### config.mk
export PLATFORM = sky130hd
export DESIGN_NAME = dual_width_dcache
export DESIGN_NICKNAME = d
export VERILOG_FILES = /design/src/rtl/dwc_pkg.sv /design/src/rtl/dwc_tag_store.sv /design/src/rtl/dwc_data_array.sv /design/src/rtl/dwc_ctrl.sv /design/src/rtl/dual_width_dcache.sv
export SDC_FILE = /design/constraint.sdc
export NUM_CORES = 2
export LEC_CHECK = 0
export ABC_AREA = 1
export CAP_MARGIN = 20
export CORE_UTILIZATION = 40
export CTS_CLUSTER_SIZE = 25
export DETAILED_ROUTE_END_ITERATION = 12
export DONT_BUFFER_PORTS = 1
export HOLD_SLACK_MARGIN = 0.1
export PLACE_DENSITY = 0.54
export SLEW_MARGIN = 10
export SYNTH_ARGS = -nofsm -noshare
export SYNTH_HDL_FRONTEND = slang
export SYNTH_SLANG_ARGS = --single-unit
export TNS_END_PERCENT = 30
### constraint.sdc
create_clock -name clk -period 6 [get_ports clk]
set_input_delay 0.6 -clock clk [delete_from_list [all_inputs] [get_ports clk]]
set_output_delay 0.6 -clock clk [all_outputs]
set_load 0.05 [all_outputs]
### src/rtl/dwc_pkg.sv
package dwc_pkg;
  localparam int SEG_W  = 16;
  localparam int SEGS   = 4;
  localparam int LINE_W = SEG_W * SEGS;

  typedef enum logic [1:0] {ST_IDLE, ST_WBACK, ST_FILL} dwc_state_e;

  // segments covered by an access; off_hi is byte offset bits 2:1
  function automatic logic [SEGS-1:0] seg_mask(input logic wide, input logic [1:0] off_hi);
    if (wide) return off_hi[1] ? 4'b1100 : 4'b0011;
    return 4'b0001 << off_hi;
  endfunction

  function automatic logic misaligned(input logic wide, input logic [1:0] off_lo);
    return wide ? (off_lo != 2'b00) : off_lo[0];
  endfunction

  function automatic logic [31:0] pick(input logic [LINE_W-1:0] line, input logic wide,
                                       input logic [1:0] off_hi);
    if (wide) return off_hi[1] ? line[63:32] : line[31:0];
    return {16'h0, line[off_hi*SEG_W +: SEG_W]};
  endfunction

  // replicate store data so any enabled segment sees the right bits
  function automatic logic [LINE_W-1:0] spread(input logic wide, input logic [31:0] d);
    return wide ? {d, d} : {4{d[15:0]}};
  endfunction
endpackage

### src/rtl/dwc_tag_store.sv
module dwc_tag_store #(
  parameter int SETS  = 16,
  parameter int TAG_W = 9,
  localparam int IDX_W = $clog2(SETS)
) (
  input  logic                  clk,
  input  logic                  rst_n,
  input  logic [IDX_W-1:0]      idx,
  output logic [1:0][TAG_W-1:0] rd_tag,
  output logic [1:0]            rd_valid,
  output logic [1:0]            rd_dirty,
  output logic                  rd_lru,
  input  logic                  touch_en,
  input  logic                  touch_way,
  input  logic                  touch_dirty,
  input  logic                  fill_en,
  input  logic                  fill_way,
  input  logic [TAG_W-1:0]      fill_tag
);
  logic [TAG_W-1:0]      tag_q [SETS][2];
  logic [SETS-1:0][1:0]  valid_q;
  logic [SETS-1:0][1:0]  dirty_q;
  logic [SETS-1:0]       lru_q;

  always_ff @(posedge clk) begin
    if (fill_en) tag_q[idx][fill_way] <= fill_tag;
  end

  always_ff @(posedge clk) begin
    if (!rst_n) begin
      valid_q <= '0;
      dirty_q <= '0;
      lru_q   <= '0;
    end else if (fill_en) begin
      valid_q[idx][fill_way] <= 1'b1;
      dirty_q[idx][fill_way] <= 1'b0;
      lru_q[idx]             <= ~fill_way;
    end else if (touch_en) begin
      lru_q[idx] <= ~touch_way;
      if (touch_dirty) dirty_q[idx][touch_way] <= 1'b1;
    end
  end

  assign rd_tag[0] = tag_q[idx][0];
  assign rd_tag[1] = tag_q[idx][1];
  assign rd_valid  = valid_q[idx];
  assign rd_dirty  = dirty_q[idx];
  assign rd_lru    = lru_q[idx];
endmodule

### src/rtl/dwc_data_array.sv
module dwc_data_array
  import dwc_pkg::*;
#(
  parameter int SETS = 16,
  localparam int IDX_W = $clog2(SETS)
) (
  input  logic                   clk,
  input  logic [IDX_W-1:0]       idx,
  input  logic                   way,
  input  logic [SEGS-1:0]        seg_we,
  input  logic [LINE_W-1:0]      wline,
  output logic [1:0][LINE_W-1:0] rline
);
  logic [LINE_W-1:0] mem_q [SETS][2];

  for (genvar k = 0; k < SEGS; k++) begin : g_seg
    always_ff @(posedge clk) begin
      if (seg_we[k]) mem_q[idx][way][k*SEG_W +: SEG_W] <= wline[k*SEG_W +: SEG_W];
    end
  end

  assign rline[0] = mem_q[idx][0];
  assign rline[1] = mem_q[idx][1];
endmodule

### src/rtl/dwc_ctrl.sv
module dwc_ctrl
  import dwc_pkg::*;
(
  input  logic       clk,
  input  logic       rst_n,
  input  logic       req_valid,
  input  logic       misal,
  input  logic       hit,
  input  logic       victim_dirty,
  input  logic       mem_ack,
  output dwc_state_e state,
  output logic       resp_ready,
  output logic       acc_ok,
  output logic       miss_start,
  output logic       fill_done,
  output logic       mem_req,
  output logic       mem_we
);
  dwc_state_e state_q, state_d;

  always_comb begin
    state_d = state_q;
    unique case (state_q)
      ST_IDLE:  if (miss_start) state_d = victim_dirty ? ST_WBACK : ST_FILL;
      ST_WBACK: if (mem_ack) state_d = ST_FILL;
      ST_FILL:  if (mem_ack) state_d = ST_IDLE;
      default:  state_d = ST_IDLE;
    endcase
  end

  always_ff @(posedge clk) begin
    if (!rst_n) state_q <= ST_IDLE;
    else        state_q <= state_d;
  end

  assign state      = state_q;
  assign resp_ready = (state_q == ST_IDLE) && req_valid && (misal || hit);
  assign acc_ok     = (state_q == ST_IDLE) && req_valid && !misal && hit;
  assign miss_start = (state_q == ST_IDLE) && req_valid && !misal && !hit;
  assign fill_done  = (state_q == ST_FILL) && mem_ack;
  assign mem_req    = (state_q != ST_IDLE);
  assign mem_we     = (state_q == ST_WBACK);
endmodule

### src/rtl/dual_width_dcache.sv
module dual_width_dcache
  import dwc_pkg::*;
#(
  parameter int ADDR_W = 16,
  parameter int SETS   = 16,
  localparam int IDX_W = $clog2(SETS),
  localparam int OFF_W = 3,
  localparam int TAG_W = ADDR_W - IDX_W - OFF_W,
  localparam int LA_W  = ADDR_W - OFF_W
) (
  input  logic              clk,
  input  logic              rst_n,
  input  logic              req_valid,
  input  logic              req_write,
  input  logic              req_wide,
  input  logic [ADDR_W-1:0] req_addr,
  input  logic [31:0]       req_wdata,
  output logic              resp_ready,
  output logic              resp_err,
  output logic [31:0]       resp_rdata,
  output logic [2*SEGS-1:0] seg_en,
  output logic              mem_req,
  output logic              mem_we,
  output logic [LA_W-1:0]   mem_addr,
  output logic [LINE_W-1:0] mem_wline,
  input  logic [LINE_W-1:0] mem_rline,
  input  logic              mem_ack
);
  logic [IDX_W-1:0]      idx;
  logic [TAG_W-1:0]      tag;
  logic [1:0][TAG_W-1:0] rd_tag;
  logic [1:0]            rd_valid, rd_dirty;
  logic                  rd_lru;
  logic [1:0][LINE_W-1:0] rline;
  logic [1:0]            way_hit;
  logic                  hit, hit_way, misal;
  logic                  victim, victim_q, victim_dirty;
  logic                  acc_ok, miss_start, fill_done;
  logic [SEGS-1:0]       acc_mask, arr_we;
  logic [LINE_W-1:0]     arr_wline;
  logic                  arr_way;
  dwc_state_e            state;

  assign idx   = req_addr[OFF_W +: IDX_W];
  assign tag   = req_addr[ADDR_W-1 -: TAG_W];
  assign misal = misaligned(req_wide, req_addr[1:0]);

  for (genvar w = 0; w < 2; w++) begin : g_way
    assign way_hit[w] = rd_valid[w] && (rd_tag[w] == tag);
  end
  assign hit     = |way_hit;
  assign hit_way = way_hit[1];

  // invalid way first (way 0 before way 1), otherwise the LRU way
  assign victim       = !rd_valid[0] ? 1'b0 : (!rd_valid[1] ? 1'b1 : rd_lru);
  assign victim_dirty = rd_valid[victim] && rd_dirty[victim];

  always_ff @(posedge clk) begin
    if (!rst_n)          victim_q <= 1'b0;
    else if (miss_start) victim_q <= victim;
  end

  dwc_ctrl u_ctrl (
    .clk, .rst_n, .req_valid, .misal, .hit, .victim_dirty, .mem_ack,
    .state, .resp_ready, .acc_ok, .miss_start, .fill_done, .mem_req, .mem_we
  );

  dwc_tag_store #(.SETS(SETS), .TAG_W(TAG_W)) u_tags (
    .clk, .rst_n, .idx, .rd_tag, .rd_valid, .rd_dirty, .rd_lru,
    .touch_en(acc_ok), .touch_way(hit_way), .touch_dirty(req_write),
    .fill_en(fill_done), .fill_way(victim_q), .fill_tag(tag)
  );

  assign acc_mask  = seg_mask(req_wide, req_addr[2:1]);
  assign arr_we    = fill_done ? '1 : ((acc_ok && req_write) ? acc_mask : '0);
  assign arr_wline = fill_done ? mem_rline : spread(req_wide, req_wdata);
  assign arr_way   = fill_done ? victim_q : hit_way;

  dwc_data_array #(.SETS(SETS)) u_data (
    .clk, .idx, .way(arr_way), .seg_we(arr_we), .wline(arr_wline), .rline
  );

  logic [SEGS-1:0] en_mask;
  logic            en_way;
  always_comb begin
    en_mask = '0;
    en_way  = hit_way;
    if (acc_ok) begin
      en_mask = acc_mask;
    end else if (mem_ack && (state != ST_IDLE)) begin
      en_mask = '1;
      en_way  = victim_q;
    end
  end
  assign seg_en = en_way ? {en_mask, {SEGS{1'b0}}} : {{SEGS{1'b0}}, en_mask};

  assign resp_err   = resp_ready && misal;
  assign resp_rdata = pick(rline[hit_way], req_wide, req_addr[2:1]);
  assign mem_addr   = (state == ST_WBACK) ? {rd_tag[victim_q], idx} : {tag, idx};
  assign mem_wline  = rline[victim_q];
endmodule

Yosys cells after proc, flatten, opt, wreduce, memory -nomap -nowiden
Memories as Yosys holds them, arrays and structs flattened.
Index checks and enable logic that the tools add are counted.
{"block": "totals", "memories": 2, "input_bits": 118, "wordCells": 940, "regBits": 83, "mem_bits_rw": 2336}
{"name": "u_data.mem_q", "words": 16, "word_bits": 128, "rd": 1, "rd_clocked_by_memory_dff": 0, "write_ports": 1, "line": "dwc_data_array.sv:14", "text": "logic [LINE_W-1:0] mem_q [SETS][2];"}
{"name": "u_tags.tag_q", "words": 16, "word_bits": 18, "rd": 1, "rd_clocked_by_memory_dff": 0, "write_ports": 1, "line": "dwc_tag_store.sv:20", "text": "logic [TAG_W-1:0] tag_q [SETS][2];"}
{"block": "op_classes", "shift": 2, "magnitude_cmp": 11, "n_reduce_logical": 28, "mux": 463, "eq_ne": 7, "n_bitwise": 392}
{"cell": "$mux 128", "n": 4}
{"cell": "$mux 64", "n": 7}
{"cell": "$mux 1", "n": 404}
{"cell": "$or 1x1->1", "n": 384}
{"cell": "$demux 64 s1", "n": 4}
{"cell": "$mux 32", "n": 7}
{"cell": "$or 32x32->32", "n": 2}
{"cell": "$shiftx 64x7->16", "n": 1}
{"cell": "$mux 16", "n": 3}
{"cell": "$mux 48", "n": 1}
{"cell": "$and 32x32->32", "n": 1}
{"cell": "$bwmux 16", "n": 2}
{"cell": "$not 32->32", "n": 1}
{"cell": "$mux 4", "n": 7}
{"cell": "$mux 9", "n": 3}
{"cell": "$eq 9x9->1", "n": 2}
{"cell": "$mux 18", "n": 1}
{"cell": "$logic_and 1x1->1", "n": 17}
{"cell": "$bmux 2 s4", "n": 2}
{"cell": "$demux 2 s4", "n": 2}
{"cell": "$mux 2", "n": 8}
{"cell": "$mux 13", "n": 1}
{"cell": "$demux 9 s1", "n": 1}
{"cell": "$mux 8", "n": 1}
{"cell": "24 further kinds", "n": 37}

Logic depth before layout (Yosys ltp)
{"block": "logic_depth", "depth_word": 13, "ltp_mapped": 25, "mapped_depth_nobuf": 20}

Cells and area by module
A second synthesis with hierarchy kept.
{"block": "hier_totals", "hier_cells": 11109, "hier_area_um2": 105896.6}
{"mod": "dwc_data_array", "n_inst": 1, "seq_area_each_um2": 61499.0, "area_each_um2": 85638.4, "cells_each": 8379}
{"mod": "dwc_tag_store", "n_inst": 1, "seq_area_each_um2": 10249.8, "area_each_um2": 16239.3, "cells_each": 1812}
{"mod": "dual_width_dcache", "n_inst": 1, "seq_area_each_um2": 20.0, "area_each_um2": 3816.2, "cells_each": 886}
{"mod": "dwc_ctrl", "n_inst": 1, "seq_area_each_um2": 40.0, "area_each_um2": 202.7, "cells_each": 32}

Worst setup path after synthesis
No wires, ideal clock.
{"block": "synth_path", "path_type": "input -> output", "from": "in req_addr[4]", "to": "out mem_wline[33]", "path_buffers": 6, "arrival_ps": 3461, "setup_slack_ps": 1939, "stages": 14, "path_cell_list": "buf_4 nand2_4 inv_2 buf_2 buf_2 clkbuf_1 buf_2 buf_1 a22oi_1 nand2_1 nand2_1 nand4_1 inv_1 o21ai_0"}
{"block": "synth_via", "elab_chain_cells": 3}
{"element": "start: declaration", "line": "dual_width_dcache.sv:16", "text": "input logic [ADDR_W-1:0] req_addr,"}
{"element": "$mem_v2 16x128"}
{"element": "$mux 64 (not written as such) (2 in series)", "line": "dual_width_dcache.sv:100", "text": "assign mem_wline = rline[victim_q];"}
{"element": "end: declaration", "line": "dual_width_dcache.sv:25", "text": "output logic [LINE_W-1:0] mem_wline,"}
No other way between the ends. The select of a mux whose other input is x is not followed.

Worst setup path after layout
{"block": "layout_path", "from": "in req_addr[3]", "to": "out resp_rdata[7]"}
{"block": "layout_via", "elab_chain_cells": 8}
{"element": "$mem_v2 16x18 / $bmux 2 s4 (equally long branches)"}
{"element": "$eq 9x9->1 / $mux 2 (equally long branches)", "line": "dual_width_dcache.sv:49, dwc_tag_store.sv:46"}
{"element": "$logic_and 1x1->1", "line": "dual_width_dcache.sv:49", "text": "assign way_hit[w] = rd_valid[w] && (rd_tag[w] == tag);"}
{"element": "$mux 64 (not written as such) * (2 in series)", "line": "dual_width_dcache.sv:98", "text": "assign resp_rdata = pick(rline[hit_way], req_wide, req_addr[2:1]);"}
{"element": "parallel branches: the longest is 2 deep, another holds $shiftx 64x7->16"}
{"element": "$mux 32 *", "line": "dwc_pkg.sv:21", "text": "return {16'h0, line[off_hi*SEG_W +: SEG_W]};"}
{"element": "end: declaration", "line": "dual_width_dcache.sv:20", "text": "output logic [31:0] resp_rdata,"}
Mark *: on every way between the ends. The select of a mux whose other input is x is not followed.

==> out/results.ini <==
[cts]
h-tree-depth=5
clock_latency_ns=0.95
holdBufCountCts=20
cts_tree=yes
ctsResizeCount=0
cts_sinks=2419
cts_root_buffer=clkbuf_16
cts_buffers=274
clockBufferDepth=4
clkSlewWorstSetupHoldPaths_ns=0.06
postCtsSetupRepairBufs=0

[yosys]
syn_avg_cell_area_um2=13.6
synth_top_area_cell=edfxtp_1
synthTopCellsByArea=edfxtp_1 74%, a22oi_1 8.2%, nand2_1 6.6%
seq_area_frac_synth_pct=75.8
ys_ff_latch=2419
syn_inst=6954
synth_top_area_share_pct=74.0
synth_area_um2=94700
synth.distinct_cells=33
yosys_warnings=0
synth_fp_nets=7072

[detailed_routing]
drc=0
drt_first_pass_iters=8
final_antenna_net_count=0
m1WireLength_um=124000
wl_met2_um=146000
vias=61200
vias_per_cell=5.81
drt_iter0_markers=7436
wl_um=311000
route.top_layer_used=met5
wl_met3_um=22700
detail_route.wl_per_cell_um=29.5

[global_routing]
grt_usage_pct=25.6
antenna_found_initial=25
overflow=0
grt_max_degree=178
grt_pass1_wl_um=436000
grt_pass1_vias=58300

[floorplan]
coreArea_um2=235000
num_io_pins=239
die_area_um2=239000
start_util_pct=40.2
die_h_um=489
dieWidth_um=489
rows=178

[sta]
fmax_ghz=0.192
slew_violations=0
setup_violations=0
slew-limit-headroom_pct=19.3
fin_tns_setup_ns=0
period_share_pct=87.0
setup_ws_ns=0.781
rsz0062_at_grt=no
max_slew.worst_pin.slew_ns=1.21
period_minus_slack_ns=5.22
skew_ns=0.0710
hold_viol=0

[setup_path]
critPathRequiredTime_ns=5.40
crit_path_end_kind=output port
critPathKind=primary input to output port
startpoint_type=primary input
cp_max_fo=99
critPathArrivalTime_ns=4.62

[layout]
stdcell_area_um2=109000
drive_above_1_share_pct=12.5
nets=7272
fin_util_pct=46.3
syn_to_final_growth_pct=15.1
final_cell_mix=2336 x edfxtp_1, 1672 x nand2_1, 1032 x a22oi_1, 388 x a21oi_1, 297 x buf_4
final_common_cell=edfxtp_1
instances_no_fill=10500

[hold_path]
worst_hold_path_type=primary input to flop

[place]
dp_cells=9965
gp_congestion=0.946
dp_worst_setup_slack_ns=0.924
dpl_cell_area_um2=99700
io_buffers=0
dp_hpwl_um=181000

[flow_run]
cap_violations=0

[outcome]
status=complete, no violations

[power]
irDropWorstVdd_v=0.000327
powerDensity_nw_per_um2=345
p_leak_nw=36.7

## layout make-up
| cell class | count | area [µm²] |
|---|---|---|
| inverter | 112 | 440 |
| tap | 3150 | 3940 |
| clock inverter | 128 | 1060 |
| sequential | 2419 | 71800 |
| clock buffer | 343 | 7280 |
| multi-input combinational | 3967 | 20900 |
| fill | 20800 | 126000 |
| antenna | 35 | 87.6 |
| timing repair buffer | 380 | 3560 |
## final timing paths
kind / slack, ns / from / to / depth (start not counted)
setup / recovery: 0.78 / req_addr[3] / resp_rdata[7] / 21
hold / removal: 0.08 / mem_rline[57] / u_data.mem_q[9][121] / 2
setup reg to reg: 1.82 / u_tags.tag_q[9][7] / u_data.mem_q[6][53] / 17
hold reg to reg: 0.46 / u_tags.valid_q[12] / u_tags.valid_q[12] / 2
## cells by family (layout without fill, tap and decap cells)
kind of cell | after synthesis | in the layout | synth area share, %
buffers and inverters | 568 | 963 | 2.60
and+or+nand+nor | 2374 | 2374 | 10.3
AOI/OAI and AO/OA | 1591 | 1591 | 11.3
xor gates and xnor gates | 2 | 2 | 0.0185
other | 0 | 35 | 0
DFF | 2419 | 2419 | 75.8
## cells in the mapped netlist (all sizes together)
cell type,n
a21oi,389
a22oi,1032
a31oi,2
buf,206
clkbuf,250
clkinv,6
dfxtp,83
edfxtp,2336
inv,106
nand2,1690
nand3,170
nand4,79
nor2,325
nor3,7
nor4,5
o211ai,44
o21ai,96
o22ai,28
or2,28
or3,28
or4,42
xor2,2
## sequential cells by signal, indices dropped and copies added (netlist names)
name	flops
u_data.mem_q	2048
u_tags.tag_q	288
u_tags.dirty_q	32
u_tags.valid_q	32
u_tags.lru_q	16
u_ctrl.state	2
victim_q	1
## per-layer routing
layer,up-vias,track usage [%]
met5,-,0
met4,4,14.4
met3,554,4.15
met2,2700,40.7
met1,31300,33.5
li1,26600,-
## worst max-delay path, stage by stage
cell and delay, ns:
nand2_4 0.19, inv_8 0.63, nand2_1 0.10, nand3_1 0.12, nand2_1 0.06, nand2_1 0.13
nor2_1 0.07, nand2_1 0.08, nand2_1 0.06, nor2_1 0.11, nand2_1 0.13, nor2_4 0.39
nand2_4 0.33, buf_4 0.29, nand2_1 0.06, o21ai_0 0.11, nand2_1 0.12, nand3_1 0.31
nand2_1 0.31, inv_1 0.11, buf_12 0.16
## power breakdown
group / internal, mW / leakage (nW) / switching [mW]
logic: 0.612 / 10.9 / 2.29
clock network: 9.36 / 4.08 / 6.56
registers: 18.8 / 21.7 / 0.0147
total: 28.8 / 36.7 / 8.87
## stage by stage
stage               total power, mW  hold WS, ns
floorplan                      20.8        0.436
global route                   38.6        0.111
global placement               21.9        0.444
finish                         37.6       0.0817
detailed placement             21.9        0.451
CTS                            37.7        0.156
No activity file was read; power rests on OpenSTA's default activity.
